===== config.mk =====
export PLATFORM = sky130hd
export DESIGN_NAME = arb2_bus_arbiter
export DESIGN_NICKNAME = d
export VERILOG_FILES = /design/src/rtl/arb2_pkg.sv /design/src/rtl/arb2_tenure_track.sv /design/src/rtl/arb2_grant_ctrl.sv /design/src/rtl/arb2_bus_arbiter.sv
export SDC_FILE = /design/constraint.sdc
export NUM_CORES = 1
export LEC_CHECK = 0
export BUFFER_PORTS_ARGS = -buffer_cell sky130_fd_sc_hd__buf_2
export CAP_MARGIN = 5
export CORE_AREA = 2 2 39 41
export DETAILED_ROUTE_END_ITERATION = 7
export DIE_AREA = 0 0 41 43
export SKIP_CTS_REPAIR_TIMING = 1
export SYNTH_ARGS = -nofsm -noshare
export SYNTH_HDL_FRONTEND = slang
export SYNTH_SLANG_ARGS = --single-unit

===== constraint.sdc =====
create_clock -name clk -period 1.2 [get_ports clk]
set_clock_uncertainty 0.05 [all_clocks]
set_input_delay 0.24 -clock clk [delete_from_list [all_inputs] [get_ports clk]]
set_output_delay 0.24 -clock clk [all_outputs]
set_load 0.05 [all_outputs]

===== src/rtl/arb2_pkg.sv =====
package arb2_pkg;

    typedef enum logic {
        ST_OWN = 1'b0,
        ST_GAP = 1'b1
    } gstate_e;

    typedef struct packed {
        gstate_e    st;
        logic       owner;
        logic [1:0] gnt_n;
    } gctl_s;

    typedef struct packed {
        logic active;
        logic bb_prev;
    } ten_s;

    // active-low grant vector selecting one master
    function automatic logic [1:0] grant_vec_n(input logic m);
        return m ? 2'b01 : 2'b10;
    endfunction

endpackage


===== src/rtl/arb2_tenure_track.sv =====
module arb2_tenure_track
    import arb2_pkg::*;
(
    input  logic clk,
    input  logic rst_n,
    input  logic ts_n,
    input  logic bb_n,
    input  logic btt_n,
    output logic busy,
    output logic active
);

    ten_s ten_d, ten_q;

    always_comb begin
        ten_d         = ten_q;
        ten_d.bb_prev = bb_n;
        // end of tenure takes priority over a new start in the same cycle
        if (!btt_n || (!ten_q.bb_prev && bb_n)) begin
            ten_d.active = 1'b0;
        end else if (!ts_n) begin
            ten_d.active = 1'b1;
        end
    end

    always_ff @(posedge clk or negedge rst_n) begin
        if (!rst_n) begin
            ten_q <= '{active: 1'b0, bb_prev: 1'b1};
        end else begin
            ten_q <= ten_d;
        end
    end

    // a start seen this cycle already counts as an open tenure
    assign busy   = ten_q.active | ~ts_n;
    assign active = ten_q.active;

endmodule


===== src/rtl/arb2_grant_ctrl.sv =====
module arb2_grant_ctrl
    import arb2_pkg::*;
#(
    parameter bit PARK_MASTER = 1'b0,
    parameter int GAP_CYCLES  = 1
) (
    input  logic       clk,
    input  logic       rst_n,
    input  logic [1:0] req_n,
    input  logic       busy,
    output logic [1:0] gnt_n
);

    localparam int             CW       = (GAP_CYCLES > 1) ? $clog2(GAP_CYCLES) : 1;
    localparam logic [CW-1:0]  GAP_LOAD = CW'(GAP_CYCLES - 1);
    localparam gctl_s          CTL_RST  = '{st: ST_OWN, owner: PARK_MASTER,
                                           gnt_n: grant_vec_n(PARK_MASTER)};

    gctl_s         ctl_d, ctl_q;
    logic [CW-1:0] cnt_d, cnt_q;
    logic          cur, oth, own_wants, oth_wants;

    always_comb begin
        ctl_d     = ctl_q;
        cnt_d     = cnt_q;
        cur       = ctl_q.owner;
        oth       = ~ctl_q.owner;
        own_wants = ~req_n[cur];
        oth_wants = ~req_n[oth];
        unique case (ctl_q.st)
            ST_OWN: begin
                if (oth_wants && (!own_wants || !busy)) begin
                    ctl_d.st    = ST_GAP;
                    ctl_d.owner = oth;
                    ctl_d.gnt_n = 2'b11;
                    cnt_d       = GAP_LOAD;
                end
            end
            ST_GAP: begin
                if (cnt_q == '0) begin
                    ctl_d.st    = ST_OWN;
                    ctl_d.gnt_n = grant_vec_n(ctl_q.owner);
                end else begin
                    cnt_d = cnt_q - 1'b1;
                end
            end
            default: ctl_d = CTL_RST;
        endcase
    end

    always_ff @(posedge clk or negedge rst_n) begin
        if (!rst_n) begin
            ctl_q <= CTL_RST;
            cnt_q <= '0;
        end else begin
            ctl_q <= ctl_d;
            cnt_q <= cnt_d;
        end
    end

    assign gnt_n = ctl_q.gnt_n;

endmodule


===== src/rtl/arb2_bus_arbiter.sv =====
module arb2_bus_arbiter #(
    parameter bit PARK_MASTER = 1'b0,
    parameter int GAP_CYCLES  = 1
) (
    input  logic       clk,
    input  logic       rst_n,
    input  logic [1:0] req_n,
    input  logic       ts_n,
    input  logic       bb_n,
    input  logic       btt_n,
    output logic [1:0] gnt_n,
    output logic       tenure_active
);

    logic busy;

    arb2_tenure_track u_tenure (
        .clk    (clk),
        .rst_n  (rst_n),
        .ts_n   (ts_n),
        .bb_n   (bb_n),
        .btt_n  (btt_n),
        .busy   (busy),
        .active (tenure_active)
    );

    arb2_grant_ctrl #(
        .PARK_MASTER (PARK_MASTER),
        .GAP_CYCLES  (GAP_CYCLES)
    ) u_grant (
        .clk   (clk),
        .rst_n (rst_n),
        .req_n (req_n),
        .busy  (busy),
        .gnt_n (gnt_n)
    );

endmodule


==> flow_summary.toml <==
[status]
run_status = "finished with violations"
violations = "negative setup slack"

[pwr]
leakagePower_nw = 0.2108
ir_drop_v = 0.0006614
p_total_mw = 1.045
p_per_area_nw_per_um2 = 2319

[finish]
multiInputGateArea_sq_um = 160.2
final.fill_count = 153
n_antenna_cell = 0
stdcell_area_sq_um = 450.4
drive_gt1_share_pct = 58.14
final_common_cell = "buf_2"
final_cell_mix = "buf_2, clkbuf_4, inv_1, nor2_1"
nNetsFinal = 51
seq_area_sq_um = 155.1
area_growth_pct = 34.83
layoutNonFillerInstCount = 59

[sta]
max_freq_mhz = 829.3
relSlewSlack_pct = 76.28
fin_hold_ws_ps = 52.06
finalWorstSetupSlack_ps = -5.895
final-setup-viol-count = 1
worst_slew_pin_slew_ps = 353.7
hold_violations = 0
min_period_over_period_pct = 100.5
rsz0062_at_grt = "yes"
maxSlewViolCount = 0
period_needed_ps = 1206

[job]
drv_cap = 0

[detailed_routing]
routed_wl_microns = 552
vias_per_cell = 4.339
final_antenna_net_count = 0
avgRoutedWirePerCell_microns = 9.356
drtIter0Drc = 10
drc_errors = 0
first_pass_iters = 4
vias = 256

[logic_synthesis]
synth.top_cell.area_share_pct = 29.96
ys_ff_latch = 6
syn_nets = 37
synthCells = 30
ys_warn_count = 0
syn_avg_cell_area_sq_um = 11.14
synth_largest_area_cell = "dfrtp_1"
yosysSeqAreaShare_pct = 45.69
synth_area_leaders = "dfrtp_1, dfstp_2, a221oi_2, o21ai_4, buf_4"
ys_types = 19
netlist_area_sq_um = 334.1

[setup_path]
critical_path_class = "flip-flop to output port"
cp-end-kind = "output port"
ff2ff_setup_slack_ps = 60
max_stage_delay_ps = 540
crit_start = "u_grant.gnt_n[1]"
r2r_start = "u_grant.cur"
crit_path_start_kind = "flip-flop"
critPathTopFamily = "flip-flops"
crit_arrival_ps = 920
r2r_end = "u_grant.gnt_n[0]"
slowest_stage = "dfstp_2"
critPathBufInv = 1
ff2ff_path_depth = 2
cp_num_cells = 1
crit_chain = "buf_8"
worstPathRequired_ps = 910
path_max_fanout = 2
crit_path_end = "gnt_n[1]"

[clock_tree]
cts_sinks = 6
cts_root_buffer = "clkbuf_4"
clkTransAtPathRegs_ps = 50
clock_latency_ps = 240
cts_tree = "yes"
htreeDepth = 1
cts_made_buffers = 3
ctsLongestPathBuffers = 2

[floorplan]
die_w_microns = 41
core_sq_um = 1384
fp.dieH_microns = 43
initial_core_util_pct = 24.14
dieArea_sq_um = 1763
ios = 10
rows = 14

[global_routing]
grt_pass1_vias = 205
grt_antenna_before_repair = 0
grt_pass1_wl_microns = 834
gr-total-overflow = 0
grt_usage_pct = 7.568
grt_max_degree = 10

[place]
dp.cells = 53
finalWeightedCongestion = 0.7242
portBuffers = 9
pre_cts_slack_ps = 28.80
placed_area_sq_um = 390.4

[hold_path]
hp-class = "primary input to flip-flop"
==> through the flow <==
stage          util, %  TNS (ps)
2_1_floorplan        -    -14.63
6_report         32.55    -5.895
5_1_grt          32.55    -42.13
4_1_cts          30.11    -127.5
3_3_place_gp     28.21         0
3_5_place_dp     28.21         0
==> routing by layer <==
metal  GRT usage [%]  up-vias  wire, microns
met4           2.000        0              0
li1                -      127              -
met2           8.750       10            237
met5               0        -              0
met3           7.853        0             49
met1           9.477      119            264
==> how the worst min path moves through the flow <==
stage / from / to / slack (ps) / depth (start not counted)
after floorplan: rst_n / u_grant.ctl_q[3] / -110 / 0
after global placement: rst_n / u_grant.gnt_n[0] / 20 / 1
after detailed placement: rst_n / u_grant.gnt_n[0] / 20 / 1
after CTS: rst_n / u_grant.cur / -250 / 1
after global routing: bb_n / u_tenure.ten_q[0] / 50 / 1
final: bb_n / u_tenure.ten_q[0] / 50 / 1
==> synthesized netlist by cell type <==
master and instances:
dfstp_2 2, o31ai_2 1, o21ai_0 1, and2_2 1, nand2_1 1, dfrtp_1 4
o21bai_1 1, and2b_2 1, o31a_1 1, inv_1 3, buf_4 2, nor2_1 3
a221oi_2 2, o21ai_4 1, or2b_1 2, nor3_1 1, nor2b_2 1, o31a_2 1
a21oi_1 1
==> flip-flops by register name (all words and copies together) (netlist names) <==
signal           flops
u_grant.ctl_q        1
u_grant.cur          1
u_grant.gnt_n        2
u_tenure.active      1
u_tenure.ten_q       1
==> cell families after synthesis <==
logic type | Yosys count | share of synthesized area (%)
AO/OA/AOI/OAI | 9 | 28.46
flip-flops | 6 | 45.69
AND/OR/NAND/NOR | 10 | 17.98
buffers and inverters | 5 | 7.864
==> area by class of cell <==
class                   count  share of cell area (%)
well taps                  16                   4.444
inverters                   3                   2.500
multi-input cells          19                   35.56
flip-flops and latches      6                   34.44
repair buffers             11                   17.22
clock buffers               4                   5.833
==> power by group <==
group | total [mW] | internal, mW | switching, mW | leakage, nW
logic | 0.481 | 0.231 | 0.250 | 0.129
clock network | 0.198 | 0.126 | 0.0726 | 0.0150
registers | 0.366 | 0.283 | 0.0821 | 0.0673
total | 1.04 | 0.640 | 0.404 | 0.211
(Power assumes the default switching activity.)
